<file path="config.mk">
export PLATFORM = sky130hd
export DESIGN_NAME = alu3_core
export DESIGN_NICKNAME = d
export VERILOG_FILES = /design/src/rtl/alu3_pkg.sv /design/src/rtl/alu3_decode.sv /design/src/rtl/alu3_operand.sv /design/src/rtl/alu3_units.sv /design/src/rtl/alu3_select.sv /design/src/rtl/alu3_core.sv
export SDC_FILE = /design/constraint.sdc
export NUM_CORES = 1
export LEC_CHECK = 0
export CELL_PAD_IN_SITES_DETAIL_PLACEMENT = 1
export CELL_PAD_IN_SITES_GLOBAL_PLACEMENT = 2
export CORE_MARGIN = 10
export CORE_UTILIZATION = 34
export DETAILED_ROUTE_END_ITERATION = 8
export DONT_BUFFER_PORTS = 1
export GPL_TIMING_DRIVEN = 0
export PLACE_DENSITY = 0.92
export SLEW_MARGIN = 30
export SYNTH_ARGS = -nofsm -noshare
export SYNTH_HDL_FRONTEND = slang
export SYNTH_SLANG_ARGS = --single-unit
</file>
<file path="constraint.sdc">
create_clock -name vclk -period 2.7
set_input_delay 0 -clock vclk [all_inputs]
set_output_delay 0 -clock vclk [all_outputs]
set_load 0.02 [all_outputs]
</file>
<file path="src/rtl/alu3_pkg.sv">
package alu3_pkg;

    localparam int WORD_W      = 16;
    localparam int IMM_W       = 5;
    localparam int OPC_W       = 4;
    localparam int OPC_LSB     = WORD_W - OPC_W;
    localparam int IMM_SEL_BIT = IMM_W;
    localparam int EXT_W       = WORD_W - IMM_W;

    typedef logic [WORD_W-1:0] word_t;

    typedef enum logic [OPC_W-1:0] {
        OPC_ADD = 4'b0001,
        OPC_AND = 4'b0101,
        OPC_NOT = 4'b1001
    } opcode_e;

    typedef enum logic [1:0] {
        KIND_NONE,
        KIND_ADD,
        KIND_AND,
        KIND_INV
    } op_kind_e;

    typedef struct packed {
        op_kind_e         kind;
        logic             use_imm;
        logic [IMM_W-1:0] imm;
    } alu_ctrl_t;

    typedef struct packed {
        word_t sum;
        word_t conj;
        word_t inv;
    } unit_res_t;

    function automatic word_t widen_imm(input logic [IMM_W-1:0] field);
        return {{EXT_W{field[IMM_W-1]}}, field};
    endfunction

    function automatic op_kind_e classify(input logic [OPC_W-1:0] code);
        op_kind_e k;
        case (code)
            OPC_ADD: k = KIND_ADD;
            OPC_AND: k = KIND_AND;
            OPC_NOT: k = KIND_INV;
            default: k = KIND_NONE;
        endcase
        return k;
    endfunction

endpackage

</file>
<file path="src/rtl/alu3_decode.sv">
module alu3_decode
    import alu3_pkg::*;
(
    input  word_t     instr,
    output alu_ctrl_t ctrl
);

    logic [OPC_W-1:0] opc_field;
    logic             unused_fields;

    assign opc_field     = instr[OPC_LSB +: OPC_W];
    assign unused_fields = ^instr[OPC_LSB-1:IMM_SEL_BIT+1];

    always_comb begin
        ctrl.kind    = classify(opc_field);
        ctrl.use_imm = instr[IMM_SEL_BIT];
        ctrl.imm     = instr[IMM_W-1:0];
    end

endmodule

</file>
<file path="src/rtl/alu3_operand.sv">
module alu3_operand
    import alu3_pkg::*;
(
    input  alu_ctrl_t ctrl,
    input  word_t     src_b,
    output word_t     opnd_b
);

    word_t imm_wide;

    assign imm_wide = widen_imm(ctrl.imm);

    always_comb begin
        if (ctrl.use_imm) begin
            opnd_b = imm_wide;
        end else begin
            opnd_b = src_b;
        end
    end

endmodule

</file>
<file path="src/rtl/alu3_units.sv">
module alu3_units
    import alu3_pkg::*;
(
    input  word_t     opnd_a,
    input  word_t     opnd_b,
    output unit_res_t res
);

    word_t conj_bits;
    word_t inv_bits;

    genvar gi;
    generate
        for (gi = 0; gi < WORD_W; gi++) begin : g_bit
            assign conj_bits[gi] = opnd_a[gi] & opnd_b[gi];
            assign inv_bits[gi]  = ~opnd_a[gi];
        end
    endgenerate

    always_comb begin
        res.sum  = opnd_a + opnd_b;
        res.conj = conj_bits;
        res.inv  = inv_bits;
    end

endmodule

</file>
<file path="src/rtl/alu3_select.sv">
module alu3_select
    import alu3_pkg::*;
(
    input  op_kind_e  kind,
    input  unit_res_t res,
    output word_t     y
);

    always_comb begin
        case (kind)
            KIND_ADD: y = res.sum;
            KIND_AND: y = res.conj;
            KIND_INV: y = res.inv;
            default:  y = '0;
        endcase
    end

endmodule

</file>
<file path="src/rtl/alu3_core.sv">
module alu3_core
    import alu3_pkg::*;
(
    input  logic [15:0] instr,
    input  logic [15:0] src_a,
    input  logic [15:0] src_b,
    output logic [15:0] result
);

    alu_ctrl_t ctrl;
    word_t     opnd_b;
    unit_res_t res;

    alu3_decode u_decode (
        .instr (instr),
        .ctrl  (ctrl)
    );

    alu3_operand u_operand (
        .ctrl   (ctrl),
        .src_b  (src_b),
        .opnd_b (opnd_b)
    );

    alu3_units u_units (
        .opnd_a (src_a),
        .opnd_b (opnd_b),
        .res    (res)
    );

    alu3_select u_select (
        .kind (ctrl.kind),
        .res  (res),
        .y    (result)
    );

endmodule

</file>
==> results of run 1 <==
==> through the flow <==
step           TNS [ns]  instances  setup slack, ns  area [um^2]  hold WS [ns]
2_1_floorplan         0        217           0.3415         1411        0.2030
3_3_place_gp    -0.3045        267          -0.2008         1474        0.2155
3_5_place_dp    -0.3812        267          -0.2066         1474        0.2149
4_1_cts               0        266          0.05718         1484        0.2167
5_1_grt               0        266         0.001645         1485        0.2272
6_report              0        266           0.2198         1485        0.2159
==> routing by layer <==
metal  part of all wire  up-vias  routed length [um]
met5                  0        -                   0
met4             0.0093        0                  46
met3              0.065        4                 318
met2               0.48       38                2372
met1               0.44      747                2185
li1                   -      789                   -
==> logic make-up (layout without fill, tap and decap cells) <==
family / after synthesis / in the layout / share of synthesized area
AO/OA/AOI/OAI: 86 / 86 / 0.4052
AND/OR/NAND/NOR: 66 / 66 / 0.2367
buffers and inverters: 34 / 33 / 0.1037
adder cells (fa/ha/maj): 17 / 17 / 0.1560
multiplexers: 9 / 9 / 0.06738
XOR/XNOR: 5 / 5 / 0.03103
==> synth_stat cells, types with 4 or more instances <==
master / number
nand3_1: 4
nor2_1: 16
clkbuf_1: 8
a21oi_1: 22
nor2b_1: 4
o21ai_0: 23
o21a_1: 4
ha_1: 16
inv_1: 19
nand2_1: 20
a21o_1: 4
nor3_1: 7
mux2i_1: 5
xor2_1: 4
==> timing repair <==
action / CTS / global route
setup endpoints to repair: 3 / 4
gates resized for setup: 3 / 2
pin swaps: 0 / 1
==> final timing paths <==
path | startpoint | cells past startpoint | end
setup / recovery | instr[5] | 10 | result[14]
hold / removal | src_a[0] | 2 | result[0]
==> area by class of cell <==
cell class	instances	area [um^2]
Fill cell	552	2515
Multi-Input combinational cell	183	1277
Buffer	14	73.82
Inverter	19	71.32
Tap cell	50	62.56
==> power groups by stage <==
stage | Clock, uW | Combinational [uW] | Sequential (uW)
2_1_floorplan | 0 | 274 | 0
3_3_place_gp | 0 | 328 | 0
3_5_place_dp | 0 | 335 | 0
4_1_cts | 0 | 339 | 0
5_1_grt | 0 | 383 | 0
6_report | 0 | 338 | 0
==> results.py, run 1 <==
metrics = {
    "grt": {
        "use_met2": 0.2296,
        "use_met3": 0.02995,
        "grt_pass1_wl_mm": 8.162,
        "busiest_layer": "met2",
        "grt_overflow": 0,
        "grtUsageTotal": 0.1303,
        "met1_usage": 0.1619,
        "grt_max_degree": 13,
        "grt_pass1_vias": 1630,
        "antenna_found_initial": 0,
    },
    "routing": {
        "postRouteAntennaNets": 0,
        "vias_per_cell": 5.932,
        "drc_errors": 0,
        "finalWirelength_mm": 4.922,
        "first_pass_iters": 4,
        "drtIter0Drc": 74,
        "vias": 1578,
        "post_drt_wl_per_cell_um": 18.50,
    },
    "logic_synthesis": {
        "syn_area_per_cell_um2": 6.504,
        "yosys-top-cells-area": "ha_1 14%, o21ai_0 8.2%, a21oi_1 7.8%",
        "synth_area_leader_cell": "ha_1",
        "syn_nets": 282,
        "yosysSeqAreaShare": 0,
        "yosys_warnings": 0,
        "synth.distinct_cells": 54,
        "syn_inst": 217,
        "syn_area_um2": 1411,
        "yosysTopAreaCellShare": 0.1418,
    },
    "power": {
        "ir_drop_uv": 106.0,
        "switching_power_uw": 206.8,
        "leakage_uw": 0.0006301,
        "p_seq_frac": 0,
        "power_frac_comb": 1.000,
        "internal-power_uw": 131.1,
        "switching_share": 0.6121,
        "clock_power_share": 0,
        "pwr_density_cell_nw_per_um2": 227.5,
        "total_power_uw": 337.9,
    },
    "critical_path": {
        "cp_slowest_cell": "o32ai_2",
        "crit_chain": "clkbuf_2 > nand2_1 > o21ai_0 > ha_1 > buf_6 > a21oi_1 > o21ai_1 > a211o_1 > o21a_2 > o32ai_2",
        "crit_path_end_kind": "primary output",
        "cp.arrival_ns": 2.48,
        "worst-path-buf-inv": 2,
        "crit_fanout": 12,
        "critPathKind": "in2out",
        "cpLargestDelayFamily": "compound AO/OA/AOI/OAI gates",
        "crit_required_ns": 2.70,
        "cp-start-kind": "input port",
        "critical_path.max_stage_delay_ns": 0.42,
    },
    "floorplanning": {
        "fp.coreArea_um2": 4000,
        "num_rows": 23,
        "ios": 64,
        "fp.dieW_um": 84.43,
        "die_h_um": 84.43,
        "start_util": 0.3528,
        "die_area_um2": 7128,
    },
    "layout": {
        "final_cell_mix": "23 x o21ai_0, 22 x a21oi_1, 20 x nand2_1, 19 x inv_1",
        "layout_commonest_cell": "o21ai_0",
        "nNetsFinal": 283,
        "ff_latch_area_um2": 0,
        "seq_cells": 0,
        "clkbuf_count": 0,
        "final_layout_size_suffix_gt1_frac": 0.1111,
        "area_growth_pct": 5.230,
        "fin_util": 0.3713,
        "num_antenna_cells": 0,
    },
    "flow_run": {
        "drv_cap": 0,
    },
    "placement": {
        "io_buffers": 0,
        "dp_hpwl_mm": 4.084,
        "gp_congestion": 0.8076,
    },
    "sta": {
        "finalSetupViolCount": 0,
        "grt_setup_unrepaired": "no",
        "slew_violations": 0,
        "period_share": 0.9186,
        "worstMarginPinSlew_ns": 0.5464,
        "max_freq_ghz": 0.4032,
        "final_hold_viol_count": 0,
        "slew-limit-headroom": 0.6357,
        "layout_min_cycle_time_ns": 2.480,
    },
    "cts": {
        "post_cts_buffers": 0,
        "ctsHoldBuffers": 0,
    },
    "min_path": {
        "min_path_type": "in2out",
    },
    "run_status": {
        "status": "complete, no violations",
    },
}
Note: power is estimated with default switching activity, not from simulation.
==> run 2, diff against run 1 <==
Settings changed: CORE_UTILIZATION 34 to 31, MAX_ROUTING_LAYER set to met4, PLACE_DENSITY 0.92 to 0.89.
Clock period 2.7 ns to 2.03 ns, I/O delays scaled along.
==> run 2 against run 1 <==
- cell area grew 25%
- worst hold slack worse by 0.0019 ns
- wire length grew 16%
- via count is 7.2% higher
- final cell count increased by 4.5%
- first-iteration DRC count is 8.1% lower
- non-clock buffer count increased by 10
- setup slack got worse by 0.18 ns
- global-route usage is 1.3 points higher
- flip-flop and latch count unchanged
- sequential share of layout area unchanged
- power is 78% higher
==> results.py, run 2 (synthesis gave the netlist of run 1 again) <==
metrics = {
    "layout": {
        "final_cell_mix": "18 x inv_1, 18 x nand2_1, 17 x o21ai_0, 17 x a21oi_1, 15 x nor2_1",
        "nNetsFinal": 293,
        "final_layout_size_suffix_gt1_frac": 0.2832,
        "seq_cells": 0,
        "n_fill_cell": 551,
        "ff_latch_area_um2": 0,
        "area_growth_pct": 31.03,
        "final_area_um2": 1849,
        "num_antenna_cells": 0,
        "clkbuf_count": 0,
    },
    "floorplanning": {
        "fp.dieW_um": 87.48,
        "die_area_um2": 7652,
        "fp.coreArea_um2": 4384,
        "die_h_um": 87.48,
        "start_util": 0.3219,
        "ios": 64,
        "num_rows": 24,
    },
    "placement": {
        "placedInstanceArea_um2": 1505,
        "gp_congestion": 0.8743,
        "io_buffers": 0,
        "dp_hpwl_mm": 4.201,
    },
    "grt": {
        "grt_pass1_wl_mm": 8.811,
        "grt_overflow": 0,
        "grt_pass1_vias": 1758,
        "grt_max_degree": 11,
        "grtUsageTotal": 0.1432,
        "antenna_found_initial": 0,
    },
    "sta": {
        "slew-limit-headroom": 0.5040,
        "period_share": 0.9805,
        "max_freq_ghz": 0.5024,
        "layout_min_cycle_time_ns": 1.990,
        "slew_violations": 0,
        "finalSetupViolCount": 0,
        "grt_setup_unrepaired": "yes",
        "worstMarginPinSlew_ns": 0.7440,
        "final_hold_viol_count": 0,
    },
    "routing": {
        "post_drt_wl_per_cell_um": 20.63,
        "drtIter0Drc": 68,
        "vias": 1691,
        "vias_per_cell": 6.083,
        "postRouteAntennaNets": 0,
        "dr.max_layer_used": "met4",
        "finalWirelength_mm": 5.734,
        "wirelength_met1_mm": 2.478,
        "wl_met3_um": 309,
        "first_pass_iters": 5,
        "drc_errors": 0,
        "routed-wl-met2_mm": 2.888,
    },
    "critical_path": {
        "crit_path_end_kind": "primary output",
        "cp.arrival_ns": 1.99,
        "critPathKind": "in2out",
        "crit_required_ns": 2.03,
        "cp-start-kind": "input port",
        "crit_fanout": 8,
    },
    "power": {
        "leakage_uw": 0.0007329,
        "total_power_uw": 600.2,
        "pwr_density_cell_nw_per_um2": 324.6,
        "ir_drop_uv": 115.1,
    },
    "cts": {
        "ctsHoldBuffers": 0,
    },
    "flow_run": {
        "drv_cap": 0,
    },
    "run_status": {
        "status": "complete, no violations",
    },
    "min_path": {
        "min_path_type": "in2out",
    },
}
-- run 2: cell types whose count changed in the layout (fill, tap and decap cells not counted), moves of 3 or more --
cell	change
ha_1	-6
a21oi_2	+3
o21ai_0	-6
a21oi_1	-5
ha_4	+4
o21ai_2	+4
buf_4	+12
-- run 2: per-layer routing --
metal	vias to the layer above	GRT usage
li1	808	-
met1	825	0.1689
met2	50	0.2573
met3	8	0.02434
met4	0	0.007246
met5	-	-
-- run 2: what timing repair did --
item / CTS / global route
resized for setup: 32 / 33
pin swaps: 8 / 14
setup buffers: 7 / 3
endpoints found under the setup margin: 12 / 12
cloned: 1 / 0
-- run 2: cell type report --
class                      count  area, um^2  share of cell area
timing repair buffer          11       86.33             0.04668
inverter                      19       71.32             0.03857
tap                           52       65.06             0.03518
buffer                        13       111.4             0.06022
multi-input combinational    183        1515              0.8194
-- run 2: path summary, 6_finish.rpt --
| path | startpoint | end | slack, ns | cells after the start |
|---|---|---|---|---|
| setup / recovery | instr[5] | result[15] | 0.04 | 8 |
| hold / removal | src_a[0] | result[0] | 0.21 | 2 |
-- run 2: critical path, stage by stage --
cell and delay, ns:
buf_12 0.12, mux2_2 0.37, ha_4 0.31, o211ai_1 0.17
o211ai_1 0.29, nand2_2 0.13, a211oi_2 0.24, mux2_4 0.36
-- run 2: power breakdown --
part / leakage (uW) / internal [uW] / total (uW) / switching (uW)
combinational: 0.000733 / 261 / 600 / 339
sequential: 0 / 0 / 0 / 0
clock: 0 / 0 / 0 / 0
total: 0.000733 / 261 / 600 / 339
-- run 2: stage by stage --
stage	instances	setup slack (ns)	TNS [ns]	util	hold slack [ns]
3_3_place_gp	269	-0.4953	-4.147	0.3433	0.2150
5_1_grt	278	-0.01184	-0.01184	0.4218	0.2284
6_report	278	0.03965	0	0.4218	0.2139
2_1_floorplan	217	-0.002015	-0.002015	-	0.2030
3_5_place_dp	269	-0.4931	-4.132	0.3433	0.2151
4_1_cts	275	0.001071	0	0.3890	0.2152
